## src/rtl/lcd_pkg.sv

```systemverilog
// Shared constants and types for the digital LCD segment driver.
// Assumes at most four commons and sixteen phases per slot.
package lcd_pkg;
    localparam int COM_MAX       = 4;
    localparam int COM_IDX_W     = 2;
    localparam int SUB_W         = 4;
    localparam int PINS_PER_PORT = 8;
    localparam int NIB_W         = COM_MAX;

    typedef enum logic {
        DRIVE_CORR = 1'b0,
        DRIVE_PWM  = 1'b1
    } drive_style_e;
endpackage

```

## src/rtl/lcd_timebase.sv

```systemverilog
// Prescaler, in-slot phase, slot index and frame polarity.
// Assumes div_lim and last_slot are held stable except at frame_end
// or while en is low (both come from the frame shadow).
module lcd_timebase
    import lcd_pkg::*;
#(
    parameter int PRE_W = 8
) (
    input  logic                 clk,
    input  logic                 rst_n,
    input  logic                 en,
    input  logic [PRE_W-1:0]     div_lim,
    input  logic [COM_IDX_W-1:0] last_slot,
    output logic [PRE_W-1:0]     div_cnt,
    output logic [SUB_W-1:0]     phase,
    output logic [COM_IDX_W-1:0] slot,
    output logic                 pol,
    output logic                 frame_end
);
    localparam logic [SUB_W-1:0] PHASE_LAST = '1;

    logic tick;
    logic slot_end;

    // Decode tick, slot end and frame end from the counters.
    always_comb begin
        tick      = (div_cnt == div_lim);
        slot_end  = tick && (phase == PHASE_LAST);
        frame_end = en && slot_end && (slot == last_slot);
    end

    // Advance counters and flip polarity once per frame.
    always_ff @(posedge clk) begin
        if (!rst_n || !en) begin
            div_cnt <= '0;
            phase   <= '0;
            slot    <= '0;
            pol     <= 1'b0;
        end else begin
            div_cnt <= tick ? '0 : div_cnt + PRE_W'(1);
            if (tick)
                phase <= phase + SUB_W'(1);
            if (slot_end)
                slot <= (slot == last_slot) ? '0 : slot + COM_IDX_W'(1);
            if (frame_end)
                pol <= ~pol;
        end
    end
endmodule

```

## src/rtl/lcd_frame_shadow.sv

```systemverilog
// Generic load-enabled holding register for frame-synchronous settings.
// Assumes load is asserted at frame boundaries or while disabled.
module lcd_frame_shadow #(
    parameter int W = 8
) (
    input  logic         clk,
    input  logic         rst_n,
    input  logic         load,
    input  logic [W-1:0] d,
    output logic [W-1:0] q
);
    // Capture the live settings only when allowed.
    always_ff @(posedge clk) begin
        if (!rst_n)
            q <= '0;
        else if (load)
            q <= d;
    end
endmodule

```

## src/rtl/lcd_pin_wave.sv

```systemverilog
// Combinational waveform for one pin, either common or segment role.
// Assumes slot, phase and pol come from the shared timebase.
module lcd_pin_wave
    import lcd_pkg::*;
(
    input  logic                 en,
    input  logic                 is_com,
    input  logic [COM_IDX_W-1:0] com_sel,
    input  logic [NIB_W-1:0]     nibble,
    input  logic [COM_IDX_W-1:0] slot,
    input  logic [SUB_W-1:0]     phase,
    input  logic                 pol,
    input  drive_style_e         style,
    input  logic [SUB_W-1:0]     duty_on,
    input  logic [SUB_W-1:0]     duty_off,
    output logic                 level
);
    logic             active;
    logic             lit;
    logic [SUB_W-1:0] dsel;
    logic             wave;

    // Select the pin level from role, style and slot data.
    always_comb begin
        active = is_com && (com_sel == slot);
        lit    = nibble[slot];
        dsel   = '0;
        if (style == DRIVE_PWM) begin
            if (is_com)
                dsel = active ? '0 : duty_off;
            else
                dsel = lit ? duty_on : duty_off;
            wave = pol ^ (phase < dsel);
        end else if (is_com) begin
            wave = active ? pol : (pol ^ phase[0]);
        end else begin
            wave = lit ? ~pol : pol;
        end
        level = en & wave;
    end
endmodule

```

## src/rtl/lcd_seg_drv.sv

```systemverilog
// Top of the digital LCD driver: frame shadow, timebase and one
// waveform generator per pin, with a registered output stage.
// Assumes the panel is wired so that each pin is a common or a segment.
module lcd_seg_drv
    import lcd_pkg::*;
#(
    parameter int NUM_PORTS = 2,
    parameter int PRE_W     = 8,
    localparam int NPINS    = NUM_PORTS * PINS_PER_PORT,
    localparam int DATA_W   = NPINS * NIB_W
) (
    input  logic                       clk,
    input  logic                       rst_n,
    input  logic                       enable,
    input  logic                       use_pwm,
    input  logic [COM_IDX_W-1:0]       com_last,
    input  logic [PRE_W-1:0]           tick_div,
    input  logic [SUB_W-1:0]           duty_lit,
    input  logic [SUB_W-1:0]           duty_dark,
    input  logic [NPINS-1:0]           role_com,
    input  logic [NPINS*COM_IDX_W-1:0] role_idx,
    input  logic [DATA_W-1:0]          seg_buf,
    output logic [NPINS-1:0]           pin_out,
    output logic                       frame_pol
);
    localparam int CFG_W = DATA_W + NPINS + NPINS * COM_IDX_W
                         + COM_IDX_W + 1 + 2 * SUB_W + PRE_W;

    logic [CFG_W-1:0]           cfg_live;
    logic [CFG_W-1:0]           cfg_q;
    logic [DATA_W-1:0]          q_buf;
    logic [NPINS-1:0]           q_role;
    logic [NPINS*COM_IDX_W-1:0] q_idx;
    logic [COM_IDX_W-1:0]       q_last;
    logic                       q_pwm;
    logic [SUB_W-1:0]           q_on;
    logic [SUB_W-1:0]           q_off;
    logic [PRE_W-1:0]           q_div;
    logic [PRE_W-1:0]           tb_div;
    logic [SUB_W-1:0]           tb_phase;
    logic [COM_IDX_W-1:0]       tb_slot;
    logic                       tb_pol;
    logic                       fe;
    logic [NPINS-1:0]           pin_d;

    assign cfg_live = {seg_buf, role_com, role_idx, com_last, use_pwm,
                       duty_lit, duty_dark, tick_div};
    assign {q_buf, q_role, q_idx, q_last, q_pwm, q_on, q_off, q_div} = cfg_q;

    lcd_frame_shadow #(.W(CFG_W)) u_shadow (
        .clk   (clk),
        .rst_n (rst_n),
        .load  (!enable || fe),
        .d     (cfg_live),
        .q     (cfg_q)
    );

    lcd_timebase #(.PRE_W(PRE_W)) u_timebase (
        .clk       (clk),
        .rst_n     (rst_n),
        .en        (enable),
        .div_lim   (q_div),
        .last_slot (q_last),
        .div_cnt   (tb_div),
        .phase     (tb_phase),
        .slot      (tb_slot),
        .pol       (tb_pol),
        .frame_end (fe)
    );

    for (genvar p = 0; p < NPINS; p++) begin : g_pin
        lcd_pin_wave u_wave (
            .en       (enable),
            .is_com   (q_role[p]),
            .com_sel  (q_idx[p*COM_IDX_W +: COM_IDX_W]),
            .nibble   (q_buf[p*NIB_W +: NIB_W]),
            .slot     (tb_slot),
            .phase    (tb_phase),
            .pol      (tb_pol),
            .style    (drive_style_e'(q_pwm)),
            .duty_on  (q_on),
            .duty_off (q_off),
            .level    (pin_d[p])
        );
    end

    // Register the pin levels so the pads never see decode glitches.
    always_ff @(posedge clk) begin
        if (!rst_n)
            pin_out <= '0;
        else
            pin_out <= pin_d;
    end

    assign frame_pol = tb_pol;
endmodule

```

## config.mk

```make
export PLATFORM = sky130hd
export DESIGN_NAME = lcd_seg_drv
export DESIGN_NICKNAME = d
export VERILOG_FILES = /design/src/rtl/lcd_pkg.sv /design/src/rtl/lcd_timebase.sv /design/src/rtl/lcd_frame_shadow.sv /design/src/rtl/lcd_pin_wave.sv /design/src/rtl/lcd_seg_drv.sv
export SDC_FILE = /design/constraint.sdc
export NUM_CORES = 1
export LEC_CHECK = 0
export ABC_CLOCK_PERIOD_IN_PS = 3400
export CAP_MARGIN = 20
export CORE_ASPECT_RATIO = 1.2
export CORE_MARGIN = 1
export CORE_UTILIZATION = 30
export CTS_BUF_LIST = sky130_fd_sc_hd__clkbuf_8
export DETAILED_ROUTE_END_ITERATION = 16
export GPL_TIMING_DRIVEN = 0
export PLACE_DENSITY = 0.58
export SLEW_MARGIN = 20
export SYNTH_ARGS = -nofsm -noshare
export SYNTH_HDL_FRONTEND = slang
export SYNTH_SLANG_ARGS = --single-unit
```

## constraint.sdc

```tcl
create_clock -name clk -period 3.4 [get_ports clk]
set_input_delay 0.51 -clock clk [delete_from_list [all_inputs] [get_ports clk]]
set_output_delay 0.51 -clock clk [all_outputs]
set_load 0.1 [all_outputs]
```

# Yosys cells after proc, flatten, opt, wreduce, memory -nomap -nowiden
# Index checks and enable logic that the tools add are counted.
[word_totals]
regBits = 162
elab_cells = 264
[op_classes]
reduce_logical = 24
order_cmp = 17
n_bitwise = 34
mux = 161
n_addsub = 3
eq_ne = 19
[ops]
columns = ["operator", "count"]
rows = [
  ["4-bit two-way mux", 64],
  ["1-bit two-way mux", 80],
  ["4-bit < comparator", 16],
  ["2-bit == test", 17],
  ["1-bit binary-select mux with 2-bit select", 16],
  ["1-bit logical AND", 19],
  ["1-bit bitwise XOR", 17],
  ["1-bit AND", 16],
  ["8-bit by 1-bit adder with 8-bit output (second input constant)", 1],
  ["8-bit == test", 1],
  ["4-bit by 1-bit adder with 4-bit output (second input constant)", 1],
  ["4-bit == test (second input constant)", 1],
  ["2-bit by 3-bit < comparator with 1-bit output (second input constant)", 1],
  ["2-bit by 1-bit adder with 2-bit output (second input constant)", 1],
  ["1-bit logical NOT", 2],
  ["1-bit logical OR", 2],
  ["2-bit two-way mux", 1],
  ["2-bit OR reduction", 1],
  ["1-bit inverter", 1],
]

# Longest topological paths before layout
# Gate-level depths: netlist (run 1).
[logic_depth]
ltp_word = 9
depth_mapped = 14

# Hierarchy
# From an unflattened synthesis (run 1), not the netlist that was laid out.
[hier_totals]
cells_unflattened = 1124
area_unflattened_um2 = 10659.0
[by_module_without_submodules]
columns = ["module", "seq_area_each_um2", "cells_per_inst", "area_per_inst_um2", "n_inst"]
rows = [
  ["lcd_frame_shadow", 2622.5, 422, 4999.8, 1],
  ["lcd_pin_wave", 0.0, 36, 275.3, 16],
  ["lcd_timebase", 300.3, 92, 802.0, 1],
  ["lcd_seg_drv", 320.3, 34, 452.9, 1],
]

# Least setup slack after synthesis (run 1)
# Ideal clock, no wire load.
[synth_path]
kind = "register to register"
startpoint = "register u_timebase.slot[0]"
endpoint = "register pin_out[0]"
t_arrival_ns = 2.733
setup_slack_ns = 0.592
setup_time_ns = 0.075
required_time_ns = 3.325
stages_incl_launch_ff = 12
path_cell_list = "dfxtp_1 buf_6 buf_6 mux4_2 and2b_4 nor2b_1 a22oi_1 ha_1 a2111oi_0 a21boi_0 a211oi_1 mux2i_1"
[synth_between]
elab_chain_len = 9
word_cells_on_any_way = 15
classes_between = "order compare (1); eq/ne (1); mux (10); bitwise (2); reduce/logical (1)"
[synth_rtl]
columns = ["element", "line", "source"]
rows = [
  ["start, declared", "lcd_timebase.sv:16", "output logic [COM_IDX_W-1:0] slot,"],
  ["start signal, assigned", "lcd_timebase.sv:44", "slot <= (slot == last_slot) ? '0 : slot + COM_IDX_W'(1);"],
  ["1-bit binary-select mux with 2-bit select or 2-bit == test (tied branches)", "lcd_pin_wave.sv:26, lcd_pin_wave.sv:25", ""],
  ["1-bit two-way mux (not written as such) or 1-bit logical AND (tied branches)", "lcd_pin_wave.sv:26, lcd_pin_wave.sv:25", ""],
  ["4-bit two-way mux, on equally long branches", "lcd_pin_wave.sv:32, lcd_pin_wave.sv:30", ""],
  ["4-bit two-way mux", "lcd_pin_wave.sv:29", "if (is_com)"],
  ["4-bit two-way mux", "lcd_pin_wave.sv:28", "if (style == DRIVE_PWM) begin"],
  ["4-bit < comparator", "lcd_pin_wave.sv:33", "wave = pol ^ (phase < dsel);"],
  ["1-bit bitwise XOR", "lcd_pin_wave.sv:33", ""],
  ["1-bit two-way mux (*)", "lcd_pin_wave.sv:28", ""],
  ["1-bit AND (*)", "lcd_pin_wave.sv:39", "level = en & wave;"],
  ["end signal, assigned", "lcd_seg_drv.sv:92", "pin_out <= pin_d;"],
  ["end, declared", "lcd_seg_drv.sv:23", "output logic [NPINS-1:0] pin_out,"],
]
# Every way passes the cells marked *; elsewhere a longest branch is shown, timed or not. The select of a mux whose other input is x is not followed.
# A chain may end at the register's enable or synchronous reset.

# Worst setup path after layout (run 1)
[layout_path]
startpoint = "register u_timebase.slot[0]"
endpoint = "register pin_out[9]"
# The elaborated chain is that of the path after synthesis.

==> run_results.csv, run 1 <==
group,metric,value,unit
timing,finClkSkew,0.01476,ns
power_and_ir_drop,switching_power,1.335,mW
critical_path,endpoint_kind,"flop",
global_route,grt_max_degree,20,
routing,initialDrtViolationCount,435,
clocking,cts_made_buffers,17,
synthesis,ys_types,40,
synthesis,mappedNetlistArea,9903,sq um
global_route,grt_first_pass_wirelength,47580,microns
placement,dp_hpwl,23030,microns
timing,finalSetupViolCount,0,
synthesis,ys_ff_latch,162,
cells_and_area,drive_gt1_share,8.627,%
cells_and_area,layout_common_cells,"nand2_1, dfxtp_1, clkdlybuf4s50_1, mux2i_1, nor2_1",
flow_run,cap_viol_max_count,0,
critical_path,worstPathArrival,3.67,ns
critical_path,start_kind,"flop",
clocking,cts_tree,"done",
power_and_ir_drop,intPower,3.131,mW
timing,max_freq,301.5,MHz
synthesis,synth_warnings,0,
routing,postRouteAntennaNets,0,
power_and_ir_drop,p_clk_share,32.4,%
clocking,htree_levels,4,
critical_path,crit_path_max_fanout,9,
power_and_ir_drop,switching_share,29.90,%
routing,vias,8766,
clocking,clkTransAtPathRegs,0.09,ns
floorplan,design.die.area,33740,sq um
cells_and_area,final_common_cell,"nand2_1",
cells_and_area,num-nets-final,1504,
power_and_ir_drop,power.share.sequential,46.5,%
timing,final-hold-violation-count,0,
status,status,"complete, no violations",
floorplan,core_area,32340,sq um
power_and_ir_drop,p_comb_share,21.1,%
global_route,overflow,0,
synthesis,synth_top_area_cell,"dfxtp_1",
placement,gp_congestion,0.8304,
global_route,antenna_found_initial,0,
timing,drv_slew,0,
clocking,root_buffer,"clkbuf_8",
critical_path,critPathKind,"reg2reg",
timing,slew_headroom,24.76,%
clocking,cts_sinks,162,
clocking,cts_setup_buffers,0,
routing,wl_per_cell,17.54,microns
floorplan,start_util,30.62,%
clocking,clk_path_buf_depth,2,
synthesis,ys_seq_area_share,32.75,%
synthesis,yosysTopAreaCellShare,32.75,%
global_route,grt_usage,18.34,%
power_and_ir_drop,power_leakage,4.835,nW
timing,tightest_slew,1.120,ns
cells_and_area,synthToLayoutAreaGrowth,25.51,%
synthesis,avgSynthCellArea,8.604,sq um
routing,routed_wirelength,30530,microns
routing,firstDrtPassIters,5,
routing,via_per_inst,5.035,
placement,portBuffers,150,
cells_and_area,fin_cells,1741,
synthesis,syn_inst,1151,
timing,fin_crit_sh,97.56,%
hold_path,hold_path.class,"reg2reg",
placement,placed_cells,1708,
routing,drc,0,
timing,whs,0.4586,ns
power_and_ir_drop,max-vdd-ir-drop,0.1729,mV
power_and_ir_drop,power_density,359.3,nW/um^2
synthesis,synthTopCellsByArea,"dfxtp_1, mux2i_1, nand2_1",
floorplan,die_y,201.0,microns
timing,period_needed,3.317,ns
floorplan,die_x,167.9,microns
timing,finalSetupTns,0,ns
floorplan,rows,72,
synthesis,syn-num-nets,1335,
global_route,grt_pass1_vias,8733,
clocking,insertion_delay,0.48,ns
floorplan,ios,151,
critical_path,crit_required,3.75,ns
-- logic make-up (layout without fill, tap and decap cells) --
logic type,after synthesis,in the layout,share of synthesized area (%)
compound gates,173,173,12.00
xor+xnor,51,51,4.510
fa+ha+maj,50,50,6.317
buf+inv,94,276,5.344
flops,162,162,32.75
mux,166,166,18.84
other cells,0,1,0
simple gates,455,455,20.24
-- critical path, stage by stage, from the launching register on --
cell and delay (ns):
dfxtp_1 0.36, buf_12 0.16, mux4_1 0.62, nor2b_1 0.24, nor2b_2 0.20, a22oi_1 0.10, ha_1 0.33, a2111oi_2 0.38
a21boi_0 0.17, a211oi_2 0.25, mux2i_1 0.36
-- cell usage after synthesis --
master / instances
a2111oi_0: 9
a211oi_1: 16
a21boi_0: 10
a21oi_1: 47
a221oi_2: 7
a22oi_1: 27
a311oi_1: 9
a31o_1: 7
a31oi_1: 7
and2_1: 1
and2b_4: 7
and3_1: 10
buf_1: 6
buf_2: 6
buf_4: 3
buf_6: 21
clkbuf_1: 48
dfxtp_1: 162
ha_1: 50
inv_1: 10
mux2i_1: 150
mux4_1: 1
mux4_2: 15
nand2_1: 302
nand3_1: 29
nand3b_1: 7
nand4_1: 2
nand4b_1: 1
nor2_1: 52
nor2b_1: 15
nor2b_4: 6
nor3_1: 10
nor3b_1: 7
o21a_1: 7
o21ai_0: 27
or2_2: 2
or3_1: 3
or4_1: 1
xnor2_1: 48
xor2_1: 3
-- through the flow --
step                power, mW  worst slack [ns]  util, %  area, sq um
finish                  4.466           0.08289    38.43        12430
global route            4.686          -0.03543    38.42        12430
CTS                     4.498          0.002125    38.13        12330
detailed placement      3.047           -0.1981    36.84        11910
global placement        3.030           -0.1470    36.84        11910
floorplan               2.689            0.5921        -         9903
-- power groups by stage --
stage,Clock (mW),Combinational (mW),Sequential (mW)
CTS,1.49,0.931,2.08
finish,1.45,0.943,2.08
detailed placement,0,0.925,2.12
global placement,0,0.910,2.12
floorplan,0,0.530,2.16
global route,1.57,1.03,2.09
-- routing by layer --
layer / vias to the layer above / wire (microns) / global-route usage (%)
li1: 4360 / - / -
met1: 4146 / 13460 / 22.29
met2: 217 / 15000 / 32.10
met3: 43 / 1022 / 2.563
met4: 0 / 1050 / 7.864
met5: - / 0 / 0
-- sequential cells by signal (all words and copies together) (netlist names) --
name                flops
u_shadow.q            131
u_timebase.div_cnt      8
u_timebase.slot         2
pin_out                16
u_timebase.phase        4
u_timebase.pol          1
-- area by class of cell --
type | count | area, sq um
Antenna cell | 1 | 2.502
Buffer | 84 | 526.8
Clock buffer | 19 | 261.5
Clock inverter | 13 | 135.1
Fill cell | 3251 | 19910
Inverter | 10 | 37.54
Multi-Input combinational cell | 895 | 6212
Sequential cell | 162 | 3243
Tap cell | 407 | 509.2
Timing Repair Buffer | 150 | 1501
-- final timing paths --
check / startpoint / end / slack [ns] / depth (start not counted)
max: u_timebase.slot[0] / pin_out[9] / 0.08 / 10
min: u_shadow.q[125] / u_shadow.q[125] / 0.46 / 2
max reg2reg: u_timebase.slot[0] / pin_out[9] / 0.08 / 10
min reg2reg: u_shadow.q[125] / u_shadow.q[125] / 0.46 / 2
-- repair_timing --
| action | CTS | global route |
|---|---|---|
| resized for setup | 6 | 30 |
| hold endpoints to repair | 0 | 0 |
| pin swaps | 0 | 2 |
| setup endpoints to repair | 3 | 9 |
| hold buffers | 0 | 0 |
Power figures use the tool's default switching activity.
==> inputs of run 2 (changes only) <==
- CORE_MARGIN: 1 -> 2
==> run 2 against run 1 <==
Compared with the run above:
- worst hold slack improved by 0.0014 ns
- non-clock buffer count did not move
- register-to-register slack improved by 0.09 ns
- maximum frequency increased by 2.8%
- clock skew rose by 0.0033 ns
- critical path depth increased by 1
- global-route usage fell by 0.42 points
- combinational power fell by 0.5%
- core utilization about the same
- first-iteration DRC count fell by 1.8%
- critical endpoint is now pin_out[14]
- largest cell class unchanged
- highest routed layer unchanged
==> run_results.csv, run 2 (synthesized netlist as in run 1, its figures left out) <==
group,metric,value,unit
critical_path,start_kind,"flop",
critical_path,critPathKind,"reg2reg",
critical_path,crit_path_max_fanout,10,
hold_path,hold_end,"u_shadow.q[105]",
floorplan,die_x,169.9,microns
timing,period_needed,3.227,ns
critical_path,worst-path-buf-inv,2,
clocking,cts_tree,"done",
clocking,clk_path_buf_depth,2,
clocking,root_buffer,"clkbuf_8",
cells_and_area,top_register,"u_shadow.q",
cells_and_area,drive_gt1_share,8.483,%
timing,finalSetupViolCount,0,
floorplan,rows,72,
floorplan,design.die.area,34490,sq um
cells_and_area,final_util,38.41,%
clocking,clkTransAtPathRegs,0.10,ns
critical_path,reg2regPathDepth,11,
clocking,hold_buffers,0,
critical_path,crit_family,"compound AO/OA/AOI/OAI gates",
routing,vias,8688,
critical_path,critPathMaxStageDelay,0.57,ns
critical_path,crit_required,3.79,ns
floorplan,start_util,30.62,%
critical_path,r2r-start,"u_timebase.slot[0]",
timing,rsz0062_at_grt,"false",
power_and_ir_drop,max-vdd-ir-drop,0.2072,mV
global_route,antenna_found_initial,0,
critical_path,worstPathCellList,"buf_12 -> buf_12 -> mux4_2 -> and2b_4 -> nor2b_2 -> a22oi_1 -> ha_1 -> a2111oi_1 -> a21boi_0 -> a211oi_1 -> mux2i_1",
global_route,grt_first_pass_wirelength,47270,microns
floorplan,die_y,203.0,microns
global_route,grt_usage,17.92,%
critical_path,r2r_slack,0.17,ns
placement,dp_hpwl,23120,microns
timing,fin_crit_sh,94.92,%
routing,firstDrtPassIters,5,
timing,tightest_slew,1.097,ns
critical_path,worstPathArrival,3.62,ns
cells_and_area,largest_reg_flops,131,
clocking,cts_setup_buffers,0,
routing,via_per_inst,4.996,
placement,gp_congestion,0.8249,
routing,wl_per_cell,17.61,microns
cells_and_area,fin_area,12420,sq um
global_route,grt_max_degree,20,
power_and_ir_drop,power_leakage,4.824,nW
routing,drc,0,
floorplan,ios,151,
clocking,insertion_delay,0.48,ns
power_and_ir_drop,power_density,361.3,nW/um^2
hold_path,holdPathStages,2,
routing,initialDrtViolationCount,427,
clocking,htree_levels,4,
status,status,"complete, no violations",
cells_and_area,num-nets-final,1504,
timing,finClkSkew,0.01806,ns
timing,slew_headroom,26.27,%
hold_path,holdCritStartpoint,"u_shadow.q[105]",
critical_path,endpoint_kind,"flop",
cells_and_area,final_common_cell,"nand2_1",
timing,max_freq,309.8,MHz
timing,drv_slew,0,
floorplan,core_area,32340,sq um
routing,postRouteAntennaNets,0,
critical_path,worst-path-stages,11,
flow_run,cap_viol_max_count,0,
global_route,overflow,0,
cells_and_area,synthToLayoutAreaGrowth,25.45,%
placement,placed_cell_area,11910,sq um
critical_path,worst_path_max_delay_cell,"mux4_2",
critical_path,rr_endpoint,"pin_out[14]",
global_route,grt_pass1_vias,8680,
routing,routed_wirelength,30630,microns
cells_and_area,fin_cells,1739,
timing,final-hold-violation-count,0,
cells_and_area,diodes,0,
placement,portBuffers,150,
cells_and_area,top_regs,"u_shadow.q (131), pin_out (16), u_timebase.div_cnt (8)",
power_and_ir_drop,power,4.489,mW
critical_path,cpMostUsedCell,"buf_12",
clocking,cts_sinks,162,
hold_path,hold_path.class,"reg2reg",
cells_and_area,layout_common_cells,"nand2_1, dfxtp_1, clkdlybuf4s50_1, mux2i_1, nor2_1",
placement,placed_cells,1708,
clocking,cts_made_buffers,17,
run 2: cell count changes in the layout (fill, tap and decap cells not counted), moves of 2 or more:
cell and change:
a211oi_1 +2, clkinv_2 -3, a211oi_2 -2, a2111oi_1 +4
a2111oi_2 -3, clkinv_4 +2, nand3_1 -3, nand3_2 +3
run 2: worst max-delay path by stage:
| stage | start | to | slack, ns |
|---|---|---|---|
| finish | u_timebase.slot[0] | pin_out[14] | 0.17 |
| global route | u_timebase.slot[0] | pin_out[9] | 0.0006 |
| CTS | u_timebase.slot[0] | pin_out[0] | 0.01 |
| detailed placement | rst_n | pin_out[0] | -0.14 |
| global placement | rst_n | pin_out[0] | -0.13 |
| floorplan | u_timebase.slot[0] | pin_out[0] | 0.59 |
run 2: final cells by class:
type,instances,area (sq um)
flip-flops and latches,162,3243
plain buffers,84,526.8
inverters,10,37.54
clock inverters,13,153.9
well taps,407,509.2
multi-input cells,895,6203
fillers,3281,19920
clock buffers,18,247.7
repair buffers,150,1501
run 2: metal layers:
layer  track usage [%]  up-vias  routed length (microns)
li1                  -     4354                        -
met5                 0        -                        0
met4             7.998        0                     1174
met3             2.749       50                     1273
met1             21.62     4067                    13020
met2             31.34      217                    15160
run 2: where the power goes:
group	internal (mW)	total, mW	switching [mW]
clock	0.682	1.47	0.792
combinational	0.436	0.938	0.502
sequential	2.00	2.08	0.0725
total	3.12	4.49	1.37
run 2: through the flow:
stage               hold WS, ns  TNS (ns)  worst slack [ns]
floorplan                0.4332         0            0.5921
global placement         0.4415   -0.3904           -0.1318
detailed placement       0.4494   -0.3035           -0.1401
CTS                      0.4620         0           0.01064
global route             0.4754         0         0.0006324
finish                   0.4599         0            0.1726
run 2: worst reg2reg max path: stages (launching register included):
cell and delay, ns:
dfxtp_1 0.36, buf_12 0.17, buf_12 0.18, mux4_2 0.57, and2b_4 0.22, nor2b_2 0.14
a22oi_1 0.09, ha_1 0.32, a2111oi_1 0.41, a21boi_0 0.15, a211oi_1 0.23, mux2i_1 0.30
run 2: timing repair:
action / in CTS / in global routing
resized for setup: 6 / 29
gates cloned: 0 / 0
setup endpoints to repair: 4 / 9
pin swaps: 0 / 1
==> inputs of run 3 (changes only) <==
- ABC_CLOCK_PERIOD_IN_PS: 3400 -> 3600
- CORE_UTILIZATION: 30 -> 57
- PLACE_DENSITY: 0.58 -> 0.92
- SYNTH_HIERARCHICAL: not set -> 1
- clock period: 3.4 -> 3.6 ns (I/O delays scaled with it)
==> run 3 against run 2 <==
Compared with the run above:
- total power decreased by 1.3%
- wire length decreased by 5.3%
- first-iteration DRC count increased by 82%
- maximum frequency decreased by 5.0%
- clock skew decreased by 0.0059 ns
- via count increased by 6.8%
- non-clock buffer count decreased by 41
- register-to-register slack improved by 0.03 ns
- largest cell class unchanged
- largest power group unchanged
- highest routed layer unchanged
==> run_results.csv, run 3 <==
group,metric,value,unit
status,status,"complete, no violations",
cells_and_area,synthToLayoutAreaGrowth,22.55,%
routing,wl_per_cell,18.84,microns
clocking,clk_path_buf_depth,2,
power_and_ir_drop,switching_power,1.251,mW
global_route,grt_usage,28.79,%
clocking,cts_resized,0,
critical_path,crit_required,3.97,ns
global_route,grt_max_degree,67,
clocking,insertion_delay,0.47,ns
synthesis,syn-num-nets,1308,
synthesis,syn_inst,1124,
routing,initialDrtViolationCount,776,
floorplan,ios,151,
power_and_ir_drop,power_density,339.1,nW/um^2
synthesis,synth-async-reset-ratio,0,%
timing,setup_ws,0.2028,ns
power_and_ir_drop,power_leakage,5.471,nW
timing,whs,0.5209,ns
synthesis,mappedNetlistArea,10660,sq um
clocking,cts_made_buffers,17,
clocking,cts_sinks,162,
timing,fin_crit_sh,94.37,%
floorplan,design.die.area,19810,sq um
global_route,grt_pass1_vias,9353,
clocking,htree_levels,4,
synthesis,synth_edf_count,0,
timing,tightest_slew,1.093,ns
synthesis,ys_seq_area_share,30.43,%
cells_and_area,final_common_cell,"mux2i_1",
floorplan,core_area,18240,sq um
clocking,cts_tree,"done",
synthesis,yosysTopAreaCellShare,30.43,%
timing,max_freq,294.4,MHz
cells_and_area,top_register,"u_shadow/q",
placement,placed_cell_area,12510,sq um
routing,routed_wirelength,29020,microns
global_route,grt_first_pass_wirelength,45670,microns
synthesis,synth_top_flop_cell,"dfxtp_1",
critical_path,critPathKind,"reg2reg",
critical_path,worstPathArrival,3.76,ns
synthesis,ys_top_cells_by_count,"mux2i_1, nor2b_1, dfxtp_1",
global_route,overflow,0,
synthesis,synthTopCellsByArea,"dfxtp_1, mux2i_1, nor2b_1",
placement,dp_hpwl,18520,microns
routing,drc,0,
flow_run,cap_viol_max_count,0,
synthesis,ys_ff_latch,162,
routing,postRouteAntennaNets,0,
power_and_ir_drop,power.share.sequential,45.3,%
power_and_ir_drop,max-vdd-ir-drop,0.3230,mV
synthesis,ys_types,42,
placement,portBuffers,150,
critical_path,crit_path_max_fanout,34,
floorplan,die_x,128.8,microns
power_and_ir_drop,p_comb_share,20.7,%
cells_and_area,num-nets-final,1486,
clocking,clkTransAtPathRegs,0.08,ns
placement,detailedPlace.worstSlack,-0.07658,ns
hold_path,hold_path.class,"reg2reg",
floorplan,die_y,153.8,microns
routing,vias,9279,
cells_and_area,top_regs,"u_shadow/q (131), pin_out (16), u_timebase/div_cnt (8)",
placement,placed_cells,1501,
timing,slew_headroom,27.05,%
floorplan,rows,54,
synthesis,synth_top_area_cell,"dfxtp_1",
placement,gp_congestion,0.8935,
cells_and_area,layout_common_cells,"mux2i_1, nor2b_1, dfxtp_1, clkdlybuf4s50_1, nor2_1",
cells_and_area,fill_cells,1316,
synthesis,avgSynthCellArea,9.483,sq um
critical_path,endpoint_kind,"flop",
timing,finClkSkew,0.01218,ns
synthesis,synth_warnings,6,
floorplan,start_util,58.43,%
power_and_ir_drop,switching_share,28.23,%
routing,firstDrtPassIters,6,
timing,period_needed,3.397,ns
timing,finalSetupViolCount,0,
power_and_ir_drop,power,4.430,mW
timing,drv_slew,0,
cells_and_area,drive_gt1_share,11.19,%
cells_and_area,fin_area,13060,sq um
clocking,root_buffer,"clkbuf_8",
power_and_ir_drop,intPower,3.179,mW
synthesis,synth_most_common_cell,"mux2i_1",
timing,rsz0062_at_grt,"false",
timing,final-hold-violation-count,0,
cells_and_area,largest_reg_flops,131,
critical_path,start_kind,"flop",
cells_and_area,fin_cells,1540,
power_and_ir_drop,p_clk_share,33.9,%
global_route,antenna_found_initial,2,
routing,via_per_inst,6.025,
clocking,hold_buffers,0,
==> run 3: cell count changes after synthesis, sizes merged, moves of 18 or more <==
| cell | before | now |
|---|---|---|
| clkbuf | 48 | 15 |
| nand3b | 7 | 32 |
| nor2 | 52 | 86 |
| a31oi | 7 | 35 |
| nand3 | 29 | 8 |
| mux2 | 0 | 48 |
| or4 | 1 | 19 |
| xnor2 | 48 | 2 |
| xor2 | 3 | 46 |
| mux2i | 150 | 195 |
| nor2b | 21 | 163 |
| nand2 | 302 | 19 |
==> run 3: cells by family (layout without fill, tap and decap cells) <==
logic type	after synthesis	count (layout)	synth area share (%)
simple gates	396	396	21.79
mux	243	243	23.38
compound gates	173	173	11.37
flops	162	162	30.43
buf+inv	52	242	3.216
fa+ha+maj	50	50	5.869
xor+xnor	48	48	3.944
other cells	0	2	0
==> run 3: critical path, cell delays in order (launching register included) <==
cell and delay (ns):
dfxtp_4 0.78, mux2_2 0.45, mux2i_1 0.13, nor2_1 0.15, a21oi_1 0.07, ha_1 0.33, a22o_1 0.24, or4_1 0.41
a31oi_1 0.23, a31oi_1 0.15, mux2i_1 0.15, and2_2 0.20
==> run 3: power by group through the flow <==
stage / logic [mW] / clock network, mW / registers (mW)
4_1_cts: 0.908 / 1.52 / 2.00
3_5_place_dp: 0.898 / 0 / 2.05
5_1_grt: 0.994 / 1.59 / 2.02
3_3_place_gp: 0.854 / 0 / 2.05
6_report: 0.919 / 1.50 / 2.01
2_1_floorplan: 0.545 / 0 / 2.06
==> run 3: timing repair <==
action	CTS	global route
setup endpoints to repair	13	6
endpoints found under the hold margin	0	0
buffers inserted	1	5
==> run 3: area by class of cell <==
cell class | count | area [sq um] | area share (%)
diodes | 2 | 5.005 | 0.03831
plain buffers | 34 | 275.3 | 2.107
clock buffers | 21 | 289.0 | 2.213
clock inverters | 10 | 155.1 | 1.188
inverters | 18 | 67.56 | 0.5172
multi-input cells | 910 | 7073 | 54.15
flip-flops and latches | 162 | 3258 | 24.94
well taps | 224 | 280.3 | 2.146
repair buffers | 159 | 1659 | 12.70
==> run 3: final timing paths <==
| path | start | end | slack (ns) | depth (start not counted) |
|---|---|---|---|---|
| setup / recovery | u_timebase/slot[0] | pin_out[4] | 0.20 | 11 |
| hold / removal | u_shadow/q[72] | u_shadow/q[72] | 0.52 | 2 |
| setup reg to reg | u_timebase/slot[0] | pin_out[4] | 0.20 | 11 |
| hold reg to reg | u_shadow/q[72] | u_shadow/q[72] | 0.52 | 2 |
==> run 3: per-layer routing <==
metal	wire length [microns]	global-route usage [%]	vias to the layer above
met5	0	0	-
met4	1050	12.89	0
met3	1885	5.393	93
met2	14320	50.19	393
met1	11760	34.07	4353
li1	-	-	4440
==> run 3: per-stage QoR <==
step | util (%) | TNS (ns)
after floorplan | - | 0
after global placement | 68.21 | -7.256
after detailed placement | 68.58 | -0.3462
after CTS | 71.12 | 0
after global routing | 71.60 | 0
final | 71.60 | 0
